<file path="src/rtl/mdm_hs_pkg.sv">
// Package: shared types and delay lengths for the modem handshake timer.
// All lengths are whole tick periods of the prescaled timing tick.
package mdm_hs_pkg;

    localparam int LEN_W = 9;

    typedef logic [LEN_W-1:0] len_t;

    typedef enum logic [1:0] {
        OPT_LONG   = 2'b00,
        OPT_SHORT  = 2'b01,
        OPT_MID    = 2'b10,
        OPT_EXTERN = 2'b11
    } opt_e;

    typedef struct packed {
        len_t rts_on;
        len_t cd_on;
        len_t cd_off;
    } dly_set_t;

    // V.21 lengths, rounded to the nearest 873.9 Hz period
    localparam len_t V21_RTS_LONG  = len_t'(350);
    localparam len_t V21_RTS_SHORT = len_t'(26);
    localparam len_t V21_RTS_MID   = len_t'(306);
    localparam len_t V21_CDON_LONG  = len_t'(271);
    localparam len_t V21_CDON_SHORT = len_t'(11);
    localparam len_t V21_CDON_MID   = len_t'(140);
    localparam len_t V21_CDOFF_WIDE = len_t'(39);
    localparam len_t V21_CDOFF_MID  = len_t'(22);

    // Bell 103 lengths, one set for every internal option
    localparam len_t B103_RTS   = len_t'(175);
    localparam len_t B103_CDON  = len_t'(96);
    localparam len_t B103_CDOFF = len_t'(26);

endpackage

</file>
<file path="src/rtl/mdm_hs_prescale.sv">
// Prescaler: divides the master clock by DIV. It gives a one-cycle strobe in the
// last cycle of each period and a square-wave tick whose falling edge lines up
// with the strobe edge.
// Assumes DIV is a power of two, at least 2.
module mdm_hs_prescale #(
    parameter int DIV = 4096
) (
    input  logic clk,
    input  logic rst_n,
    output logic strobe_o,
    output logic tick_o
);
    localparam int PRE_W = $clog2(DIV);
    localparam logic [PRE_W-1:0] PRE_LAST = PRE_W'(DIV - 1);

    logic [PRE_W-1:0] pre_q;

    // Free-running period counter
    always_ff @(posedge clk) begin
        if (!rst_n) begin
            pre_q <= '0;
        end else if (pre_q == PRE_LAST) begin
            pre_q <= '0;
        end else begin
            pre_q <= pre_q + PRE_W'(1);
        end
    end

    assign strobe_o = (pre_q == PRE_LAST);
    assign tick_o   = pre_q[PRE_W-1];

endmodule

</file>
<file path="src/rtl/mdm_hs_delay_sel.sv">
// Delay selector: turns the standard bit and the option code into one set of
// three delay lengths, plus a flag for the external-delay mode.
// Reserved Bell 103 codes fall back to the single Bell set.
module mdm_hs_delay_sel
    import mdm_hs_pkg::*;
(
    input  logic       std_bell,
    input  logic [1:0] opt_sel,
    output dly_set_t   set_o,
    output logic       ext_mode_o
);
    opt_e opt;

    assign opt        = opt_e'(opt_sel);
    assign ext_mode_o = (opt == OPT_EXTERN);

    // Table lookup of the three lengths
    always_comb begin
        if (std_bell) begin
            set_o = '{rts_on: B103_RTS, cd_on: B103_CDON, cd_off: B103_CDOFF};
        end else begin
            unique case (opt)
                OPT_SHORT: set_o = '{rts_on: V21_RTS_SHORT, cd_on: V21_CDON_SHORT,
                                     cd_off: V21_CDOFF_WIDE};
                OPT_MID:   set_o = '{rts_on: V21_RTS_MID, cd_on: V21_CDON_MID,
                                     cd_off: V21_CDOFF_MID};
                default:   set_o = '{rts_on: V21_RTS_LONG, cd_on: V21_CDON_LONG,
                                     cd_off: V21_CDOFF_WIDE};
            endcase
        end
    end

endmodule

</file>
<file path="src/rtl/mdm_hs_qualify.sv">
// Qualifier: the output takes on a new input level only after the input has held
// that level for on_len (rising) or off_len (falling) strobes in a row. A length
// of zero means the output follows on the next clock. A return of the input to
// the output level clears the count. When en is low, the output is held low and
// the count is held at zero.
module mdm_hs_qualify #(
    parameter int LEN_W = 9
) (
    input  logic             clk,
    input  logic             rst_n,
    input  logic             en,
    input  logic             strobe,
    input  logic             raw,
    input  logic [LEN_W-1:0] on_len,
    input  logic [LEN_W-1:0] off_len,
    output logic             q_o
);
    logic [LEN_W-1:0] cnt_q;
    logic [LEN_W-1:0] target;
    logic [LEN_W:0]   cnt_inc;
    logic             expire;

    // Length for the pending transition
    assign target  = raw ? on_len : off_len;
    assign cnt_inc = {1'b0, cnt_q} + {{LEN_W{1'b0}}, 1'b1};
    assign expire  = (cnt_inc >= {1'b0, target});

    // Count strobes while the input differs from the output
    always_ff @(posedge clk) begin
        if (!rst_n || !en) begin
            q_o   <= 1'b0;
            cnt_q <= '0;
        end else if (raw == q_o) begin
            cnt_q <= '0;
        end else if (target == '0) begin
            q_o   <= raw;
            cnt_q <= '0;
        end else if (strobe) begin
            if (expire) begin
                q_o   <= raw;
                cnt_q <= '0;
            end else begin
                cnt_q <= cnt_inc[LEN_W-1:0];
            end
        end
    end

endmodule

</file>
<file path="src/rtl/mdm_hs_timer.sv">
// Top: modem handshake delay timer. It delays the request-to-clear handshake,
// qualifies the raw carrier flag, and exports the timing tick.
// Assumes rts_n, cd_raw and the external inputs are synchronous to clk.
module mdm_hs_timer
    import mdm_hs_pkg::*;
#(
    parameter int DIV = 4096
) (
    input  logic       clk,
    input  logic       rst_n,
    input  logic       rts_n,
    input  logic       cd_raw,
    input  logic [1:0] opt_sel,
    input  logic       std_bell,
    input  logic       ext_cts_n,
    input  logic       ext_cd,
    output logic       cts_n,
    output logic       cd_o,
    output logic       tick_o
);
    logic     strobe;
    logic     ext_mode;
    dly_set_t dly;
    logic     rts_q;
    logic     cd_q;

    mdm_hs_prescale #(.DIV(DIV)) u_pre (
        .clk      (clk),
        .rst_n    (rst_n),
        .strobe_o (strobe),
        .tick_o   (tick_o)
    );

    mdm_hs_delay_sel u_sel (
        .std_bell   (std_bell),
        .opt_sel    (opt_sel),
        .set_o      (dly),
        .ext_mode_o (ext_mode)
    );

    // Request path: delayed turn-on, immediate turn-off
    mdm_hs_qualify #(.LEN_W(LEN_W)) u_rts_q (
        .clk     (clk),
        .rst_n   (rst_n),
        .en      (!ext_mode),
        .strobe  (strobe),
        .raw     (!rts_n),
        .on_len  (dly.rts_on),
        .off_len ('0),
        .q_o     (rts_q)
    );

    // Carrier path: asymmetric on and off qualification
    mdm_hs_qualify #(.LEN_W(LEN_W)) u_cd_q (
        .clk     (clk),
        .rst_n   (rst_n),
        .en      (!ext_mode),
        .strobe  (strobe),
        .raw     (cd_raw),
        .on_len  (dly.cd_on),
        .off_len (dly.cd_off),
        .q_o     (cd_q)
    );

    assign cts_n = ext_mode ? ext_cts_n : !rts_q;
    assign cd_o  = ext_mode ? ext_cd    : cd_q;

endmodule

</file>
<file path="config.mk">
export PLATFORM = sky130hd
export DESIGN_NAME = mdm_hs_timer
export DESIGN_NICKNAME = d
export VERILOG_FILES = /design/src/rtl/mdm_hs_pkg.sv /design/src/rtl/mdm_hs_prescale.sv /design/src/rtl/mdm_hs_delay_sel.sv /design/src/rtl/mdm_hs_qualify.sv /design/src/rtl/mdm_hs_timer.sv
export SDC_FILE = /design/constraint.sdc
export NUM_CORES = 1
export LEC_CHECK = 0
export BUFFER_PORTS_ARGS = -buffer_cell sky130_fd_sc_hd__buf_4
export CAP_MARGIN = 20
export CORE_MARGIN = 2
export CORE_UTILIZATION = 40
export CTS_CLUSTER_SIZE = 12
export DETAILED_ROUTE_END_ITERATION = 6
export PLACE_DENSITY = 0.69
export SETUP_SLACK_MARGIN = 0.2
export SLEW_MARGIN = 20
export SYNTH_ARGS = -nofsm -noshare
export SYNTH_HDL_FRONTEND = slang
export SYNTH_SLANG_ARGS = --single-unit
export TNS_END_PERCENT = 30
</file>
<file path="constraint.sdc">
create_clock -name clk -period 2.5 [get_ports clk]
set_input_delay 0.125 -clock clk [delete_from_list [all_inputs] [get_ports clk]]
set_output_delay 0.125 -clock clk [all_outputs]
set_load 0.01 [all_outputs]
</file>
### Yosys cells after proc, flatten, opt, wreduce, memory -nomap -nowiden

Cells that the tools add are included.

* bits of input ports: 9
* word-level logic and storage cells: 48
* output and inout bits: 3
* register bits after elaboration: 32

* $lt $le $gt $ge: 2
* equal/unequal tests: 6
* add/subtract/negate cells: 3
* reductions and logical operators: 15
* multiplexer cells: 14
* bitwise logic cells: 3

Operators by type and width (count)
* 27-bit one-hot mux with 2 select lines: 1
* 9-bit 2-to-1 mux: 4
* 27-bit 2-to-1 mux: 1
* 9-bit by 1-bit adder with 10-bit output, second input constant: 2
* 10-bit by 9-bit greater-or-equal comparator with 1-bit output: 2
* 9-bit logical NOT: 2
* 12-bit by 1-bit adder with 12-bit output, second input constant: 1
* 12-bit equality test, second input constant: 1
* 1-bit 2-to-1 mux: 8
* 2-bit nonzero test: 4
* 3-bit AND reduction: 2
* 3-bit OR reduction: 2
* 2-bit equality test, second input constant: 2
* 1-bit logical NOT: 3
* 1-bit inverter: 3
* 1-bit equality test: 2
* 2-bit by 1-bit equality test with 1-bit output, second input constant: 1
* 2-bit OR reduction: 1
* 1-bit logical OR: 1

### Logic depth before layout (Yosys ltp)

Gate-level depths: netlist of run 1.

* word-level depth: 8
* mapped depth: 12
* gate-level depth less buffers: 12

### Modules after synthesis

A second synthesis of run 1 with hierarchy kept.

* cell total of the unflattened synthesis: 346
* area total of the unflattened synthesis: 2844.0 um^2

By module, submodules not included
* mdm_hs_qualify: area each 1001.0 um^2, cells each 121, times used 2
* mdm_hs_prescale: area each 556.8 um^2, cells each 63, times used 1
* mdm_hs_delay_sel: area each 250.2 um^2, cells each 35, times used 1
* mdm_hs_timer: area each 35.0 um^2, cells each 6, times used 1

### Worst setup path before layout of run 1

OpenSTA, ideal clock, no wires.

* kind: register -> register
* start point: reg u_cd_q.cnt_q[0]
* end point: reg u_cd_q.q_o
* library setup time: 116 ps
* cell stages (with the launch flop): 12
* slack: 28 ps
* path buffers: 0
* period minus slack after synthesis: 2472 ps
* arrival: 2355 ps
* path through: dfxtp_1 -> ha_1 -> nand3_1 -> nor2_1 -> xor2_1 -> ha_1 -> nand2_1 -> nor2_1 -> a221o_1 -> o311ai_4 -> a21oi_1 -> a41o_1

* cells in the longest elaborated chain, start to end: 4

Ends and longest elaborated chain
* from (decl): RTL line mdm_hs_qualify.sv:18 `logic [LEN_W-1:0] cnt_q;`
* from (signal assigned): RTL line mdm_hs_qualify.sv:43 `cnt_q <= cnt_inc[LEN_W-1:0];`
* 9-bit by 1-bit adder with 10-bit output: RTL line mdm_hs_qualify.sv:25 `assign cnt_inc = {1'b0, cnt_q} + {{LEN_W{1'b0}}, 1'b1};`
* 10-bit by 9-bit greater-or-equal comparator with 1-bit output: RTL line mdm_hs_qualify.sv:26 `assign expire = (cnt_inc >= {1'b0, target});`
* 2-bit nonzero test (no source line)
* 3-bit AND reduction (no source line)
* to (signal assigned): RTL line mdm_hs_qualify.sv:36 `q_o <= raw;`
* to (signal assigned): RTL line mdm_hs_qualify.sv:40 `q_o <= raw;`
* to (decl): RTL line mdm_hs_qualify.sv:16 `output logic q_o`

No other way between the ends.
A chain may end at the register's enable or synchronous reset.

### Final worst setup path of run 1

* start point: reg u_cd_q.cnt_q[1]
* end point: reg u_cd_q.cnt_q[1]

* cells in the longest elaborated chain, start to end: 3

Ends and longest elaborated chain
* 9-bit by 1-bit adder with 10-bit output *: RTL line mdm_hs_qualify.sv:25
* 10-bit by 9-bit greater-or-equal comparator with 1-bit output: RTL line mdm_hs_qualify.sv:26
* 9-bit 2-to-1 mux *: RTL line mdm_hs_qualify.sv:39 `if (expire) begin`

Mark *: on every way between the ends. The rest lies on a longest branch, timed or not.

==> run metrics, run 1 <==
status finished, final reports clean; Via density 5.05; hold path cells 2; Final period util 98.3%; sequential power share 49.8%; Synth Cell Area 0.00221 mm^2; Max Slew Vio Count 0; fmax 0.407 GHz; reg2reg setup slack 0.04 ns; capturing element type of the critical path register; Die Footprint a little over 0.006 mm^2; via count 1873; Reg2Reg Depth 11; switching portion of total power 26.2%; Max Cap Viol 0; Port Buf Inserts 11; CTS tree done; CP max FO 5; share of layout cells above drive strength 1 31.1%; Initial Utilization about two fifths; Final Wtd Congestion about 0.80; largest net degree at the start of global routing 15; vias in the first global route 1805; worst-skew pair later-pin latency approximately 0.29 ns; Layout Cells excl Fill 371; Synth Instances 261; num rows 27; Syn. warnings 0; Syn-to-layout area delta 28.0%; Critical Path Source Type register; GRT Util Overall between 15 and 20%; Routed WL per cell 13.0 um; Core Util, Final 52.3%; clock share of power 38.2%; Register Area 668 um^2; RSZ-0062 raised after global routing true; worst hold start rst_n; number of flops mapped to enable cells by yosys 0; Worst EP required about 2.7 ns; Worst EP arrival 2.67 ns; fraction of registers with async set/reset 0%; Cells after DPL between 300 and 400; Rel. slew slack 70.5%; antenna violations before repair 0; static leakage 1.20 nW; Hold Path Class input pin to register; Final nets 334; Inserted Clock Buffers 5; Pwr Density 362 mW/mm^2; iteration count of the initial detailed-routing pass 4; remaining global-route overflow 0; Comb pwr share 11.9%; clock slew at reported path FFs approximately 0.07 ns; Period minus WS final 2.46 ns; n_diodes 0; DRT iter0 DRCs 93; Max Buffers Root-to-Sink 2; transition time at the pin with the least slew margin 0.442 ns; worst r2r src u_cd_q.cnt_q[1]$_SDFFE_PP0N_; CTS Sinks 32; syn_area_per_cell 8.47 um^2; syn nets 297; Root Driver clkbuf_8; Distinct cells, synth 40; Post-route DRC 0; post-route ant nets 0; Hold Crit Endpoint u_pre.pre_q[10]$_SDFF_PP0_; Worst R2R End u_cd_q.cnt_q[1]$_SDFFE_PP0N_; core area approximately 0.0054 mm^2; Ports 12; #FFs+latches synth 32; predominant post-synthesis flop cell dfxtp_1; Die H 78.3 um; Layout Skew between 0.009 and 0.01 ns; final setup fails 0; # fillers 500; Internal 0.756 mW; Seq/Total Area, Yosys 29.0%; peak supply drop roughly 270 uV; hold buffer count at CTS 0; H-tree levels 2; Routed WL 4.82 mm; most common cell after layout, fill and taps aside nand2_1; first-pass GRT wire length 7.92 mm; dpl hpwl 3.39 mm; Die Width 78.3 um; hold violation count in the final report 0; crit path kind register to register; Sw Pwr 0.269 mW; footprint of the multi-input gates 0.00170 mm^2; commonest non-fill, non-tap cells in the layout nand2_1, buf_4, nor2_1
[worst max-delay path by stage]
stage	cells past startpoint	start	endpoint
after global placement	10	u_cd_q.cnt_q[4]$_SDFFE_PP0N_	u_cd_q.cnt_q[1]$_SDFFE_PP0N_
after global routing	11	u_cd_q.cnt_q[0]$_SDFFE_PP0N_	u_cd_q.cnt_q[1]$_SDFFE_PP0N_
after detailed placement	11	opt_sel[0]	u_cd_q.cnt_q[1]$_SDFFE_PP0N_
after floorplan	9	u_cd_q.cnt_q[0]$_SDFFE_PP0N_	u_cd_q.q_o$_SDFFE_PP0P_
final	11	u_cd_q.cnt_q[1]$_SDFFE_PP0N_	u_cd_q.cnt_q[1]$_SDFFE_PP0N_
after CTS	9	u_cd_q.cnt_q[0]$_SDFFE_PP0N_	u_cd_q.q_o$_SDFFE_PP0P_
[power groups by stage]
stage / Combinational (mW) / Sequential, mW / Clock (mW)
final: 0.122 / 0.511 / 0.392
after floorplan: 0.0693 / 0.525 / 0
after global routing: 0.139 / 0.511 / 0.432
after CTS: 0.115 / 0.514 / 0.410
after detailed placement: 0.112 / 0.526 / 0
after global placement: 0.110 / 0.526 / 0
[flip-flops by register name (all words and copies together), names as in the netlist]
| name | cells |
|---|---|
| u_cd_q.q_o | 1 |
| u_pre.pre_q | 12 |
| u_rts_q.q_o | 1 |
| u_rts_q.cnt_q | 9 |
| u_cd_q.cnt_q | 9 |
[through the flow]
stage                     instance area [um^2]  power (mW)  setup TNS (ns)  hold slack, ns  worst slack (ns)
final                                     2830        1.02               0           0.108            0.0429
after floorplan                           2280       0.594               0           0.247             0.199
after global placement                    2530       0.635               0           0.384            0.0306
after detailed placement                  2530       0.638         -0.0183           0.390           -0.0160
after CTS                                 2660        1.04               0          0.0941            0.0796
after global routing                      2830        1.08          -0.473           0.110           -0.0741
[cell usage after synthesis (2+ instances only)]
master    count  share of area, %
nor2b_1       5               1.4
or2_2         3              0.85
nand2b_1      5               1.4
nor2_1       38               6.5
inv_1         8               1.4
a21oi_1      10               2.3
xor2_1       19               7.5
a21o_1        3               1.0
and3_1        7               2.0
or3_1         2              0.57
nand3_1      13               2.9
o21ai_0       4              0.91
and4_4        2               1.0
nand2_1      33               5.6
nand4_1       4               1.1
nor3_1        3              0.68
o21a_1        2              0.68
xnor2_1      21               8.3
dfxtp_1      32                29
ha_1         27                15
[critical path, cell delays in order (launching register included)]
cell and delay, ns:
dfxtp_4 0.38, ha_4 0.16, nand3_4 0.09, nor2_4 0.13
xor2_2 0.17, ha_1 0.25, nand2_1 0.09, nor2_1 0.05
a221o_1 0.33, o311ai_4 0.34, nand4_4 0.22, a21oi_2 0.17
[routing by layer]
| layer | GRT usage, % | vias up | wire length [um] |
|---|---|---|---|
| li1 | - | 967 | - |
| met1 | 21.6 | 872 | 2370 |
| met2 | 25.6 | 27 | 2210 |
| met3 | 4.02 | 7 | 157 |
| met4 | 6.67 | 0 | 75 |
| met5 | 0 | - | 0 |
[repair_timing]
item                                    CTS  global route
pin swaps                                 4            19
setup buffers                             2             6
hold endpoints to repair                  0             0
endpoints found under the setup margin   20            20
resized for setup                         4            32
gates cloned                              1             0
[kinds of logic (layout without fill, tap and decap cells)]
group           Yosys count  count (layout)  synth area share (%)
simple gates            120             121                  26.6
fa+ha+maj                27              27                  15.3
compound gates           30              30                  10.5
buf+inv                  11              48                  2.26
mux                       1               1                 0.510
flops                    32              32                  29.0
xor+xnor                 40              40                  15.9
[cell type report]
class | count | share of cell area (%)
tap | 72 | 3.19
inverter | 8 | 1.06
timing repair buffer | 32 | 8.89
clock inverter | 3 | 0.664
clock buffer | 5 | 2.43
multi-input combinational | 219 | 60.1
sequential | 32 | 23.6
(Power assumes the default switching activity.)
==> run 2: changes to the inputs <==
CORE_MARGIN = 10   (was 2)
CORE_UTILIZATION = 55   (was 40)
PLACE_DENSITY = 0.87   (was 0.69)
==> run 2 against run 1 <==
  * Critical path depth is 1 lower
  * Sequential power decreased by 0.8%
  * First-iteration DRC count grew to 2.7 times the previous value
  * The flow now finishes with violations (setup timing)
==> run metrics, run 2 (synthesized netlist as in run 1, its figures left out) <==
fmax 0.370 GHz (was 0.407 GHz); CTS Sinks 32 (unchanged); Hold Crit Endpoint u_pre.pre_q[6]$_SDFF_PP0_ (was u_pre.pre_q[10]$_SDFF_PP0_); Rel. slew slack 55.3% (was 70.5%); largest net degree at the start of global routing 15 (unchanged); max reg flops 12 (unchanged); Max Cap Viol 0 (unchanged); CP max FO 3 (was 5); DRT iter0 DRCs 254 (was 93); Die Footprint 0.00695 mm^2 (was 0.00613 mm^2); RSZ-0062 raised after global routing true (unchanged); Die Width 83.4 um (was 78.3 um); # fillers 227 (was 500); clock slew at reported path FFs 0.07 ns (about the same); worst path cell trace ha_4 -> nand3_4 -> xnor2_1 -> ha_1 -> and4_4 -> a221o_1 -> o311ai_4 -> buf_6 -> a21oi_1 -> a41o_1 (was ha_4 -> nand3_4 -> nor2_4 -> xor2_2 -> ha_1 -> nand2_1 -> nor2_1 -> a221o_1 -> o311ai_4 -> nand4_4 -> a21oi_2); H-tree levels 2 (unchanged); Routed WL per cell 18.7 um (was 13.0 um); Initial Utilization 58.6% (was 40.9%); iteration count of the initial detailed-routing pass 5 (was 4); Max Buffers Root-to-Sink 2 (unchanged); Post-Layout Inst Area 0.00286 mm^2 (was 0.00283 mm^2); Port Buf Inserts 11 (unchanged); hold violation count in the final report 0 (unchanged); Syn-to-layout area delta 29.4% (was 28.0%); Worst R2R End u_cd_q.q_o$_SDFFE_PP0P_ (was u_cd_q.cnt_q[1]$_SDFFE_PP0N_); reg2reg setup slack -0.20 ns (was 0.04 ns); Final nets 336 (was 334); Ports 12 (unchanged); post-route ant nets 0 (unchanged); crit path kind register to register (unchanged); worst-skew pair later-pin latency 0.30 ns (was 0.29 ns); Post-route DRC 0 (unchanged); worst r2r src u_cd_q.cnt_q[1]$_SDFFE_PP0N_ (unchanged); setup ws final -0.200 ns (was 0.0429 ns); dpl hpwl 3.64 mm (was 3.39 mm); final setup TNS -1.44 ns (was 0 ns); Worst EP arrival 2.89 ns (was 2.67 ns); Die H 83.4 um (was 78.3 um); met1 GRT Util 18.6% (was 21.6%); share of layout cells above drive strength 1 31.3% (was 31.1%); Via density 6.14 (was 5.05); Pwr Density 381 mW/mm^2 (was 362 mW/mm^2); antenna violations before repair 0 (unchanged); Largest regs u_pre.pre_q x12, u_cd_q.cnt_q x9, u_rts_q.cnt_q x9 (unchanged); Period minus WS final 2.70 ns (was 2.46 ns); commonest non-fill, non-tap cells in the layout nand2_1, nor2_1, buf_4 (was nand2_1, buf_4, nor2_1); failing checks setup timing; first-pass GRT wire length 8.96 mm (was 7.92 mm); GRT Util Overall 15.3% (was 16.4%); busiest grt layer met2 (unchanged); placed inst area 0.00245 mm^2 (was 0.00253 mm^2); Final period util 108% (was 98.3%); Reg with most FFs u_pre.pre_q (unchanged); core area 0.00377 mm^2 (was 0.00541 mm^2); M3 GR Usage 2.54% (was 4.02%); n_diodes 0 (unchanged); Hold Path Class input pin to register (unchanged); via count 2135 (was 1873); Reg2Reg Depth 10 (was 11); remaining global-route overflow 0 (unchanged); final setup fails 10 (was 0); Max Slew Vio Count 0 (unchanged); Worst EP required 2.69 ns (was 2.71 ns); status finished with violations (was finished, final reports clean); capturing element type of the critical path register (unchanged); peak supply drop 302 uV (was 275 uV); Root Driver clkbuf_8 (unchanged); Slowest cell on crit path dfxtp_4 (unchanged); critical path's largest stage delay 0.39 ns (was 0.38 ns); Layout Skew 0.00941 ns (was 0.00994 ns); transition time at the pin with the least slew margin 0.669 ns (was 0.442 ns); worst hold start rst_n (unchanged); Final Wtd Congestion 0.841 (was 0.800); vias in the first global route 1983 (was 1805); CTS tree done (unchanged); static leakage 1.20 nW (about the same); Routed WL 6.50 mm (was 4.82 mm); hold path cells 2 (unchanged); Inserted Clock Buffers 5 (unchanged); Place WS -0.0444 ns (was -0.0160 ns); Critical Path Source Type register (unchanged); num rows 22 (was 27); GR Util met2 24.5% (was 25.6%)
==> run 2: changes by cell type in the layout (fill, tap and decap cells not counted), sizes merged <==
cell    delta
clkinv     -3
buf        +2
clkbuf     +2
==> run 2: worst max path at each step <==
stage                                 startpoint                            to  slack (ns)  cells past startpoint
detailed placement                    opt_sel[0]  u_cd_q.cnt_q[0]$_SDFFE_PP0N_       -0.04                     11
global placement                      opt_sel[0]  u_cd_q.cnt_q[1]$_SDFFE_PP0N_        0.06                     11
finish              u_cd_q.cnt_q[1]$_SDFFE_PP0N_       u_cd_q.q_o$_SDFFE_PP0P_       -0.20                     10
floorplan           u_cd_q.cnt_q[0]$_SDFFE_PP0N_       u_cd_q.q_o$_SDFFE_PP0P_        0.20                      9
CTS                 u_cd_q.cnt_q[0]$_SDFFE_PP0N_       u_cd_q.q_o$_SDFFE_PP0P_        0.08                     11
global route        u_cd_q.cnt_q[1]$_SDFFE_PP0N_       u_cd_q.q_o$_SDFFE_PP0P_       -0.27                     10
==> run 2: area by class of cell <==
cell class | count | area, um^2 | area share [%]
tap | 48 | 60.1 | 2.10
inverter | 8 | 32.5 | 1.14
multi-input combinational | 219 | 1720 | 60.1
timing repair buffer | 34 | 272 | 9.50
sequential | 32 | 681 | 23.8
clock buffer | 7 | 96.3 | 3.37
==> run 2: metrics by stage <==
stage          hold WS [ns]  cells  utilization (%)  power, mW
6_report             0.0992    348             75.8       1.09
5_1_grt               0.109    348             75.8       1.13
4_1_cts              0.0882    341             71.8       1.08
3_5_place_dp          0.401    324             65.0      0.636
3_3_place_gp          0.375    324             65.0      0.632
2_1_floorplan         0.247    261                -      0.594
==> run 2: timing repair <==
item                       CTS  global route
gates resized for setup     21            20
hold endpoints to repair     0             0
gates cloned                 1             0
hold buffers                 0             0
pin swaps                   16            22
setup endpoints to repair   20            20
buffers inserted             9             7
==> run 2: worst max-delay path: cells and delay by family, from the launching register on <==
family	cells	cell delay (ns)
fa+ha+maj	2	0.48
flops	1	0.39
compound gates	4	1.00
buf+inv	1	0.15
xor+xnor	1	0.25
simple gates	2	0.31
==> run 2: power by group <==
group / total [mW] / switching (mW) / internal (mW)
combinational: 0.136 / 0.0807 / 0.0555
clock: 0.447 / 0.201 / 0.245
sequential: 0.507 / 0.00351 / 0.503
total: 1.09 / 0.286 / 0.804
==> run 2: routing by layer <==
metal	vias to the layer above	wire, um
met4	0	174
met1	1015	2720
li1	972	-
met5	-	0
met3	20	478
met2	128	3120
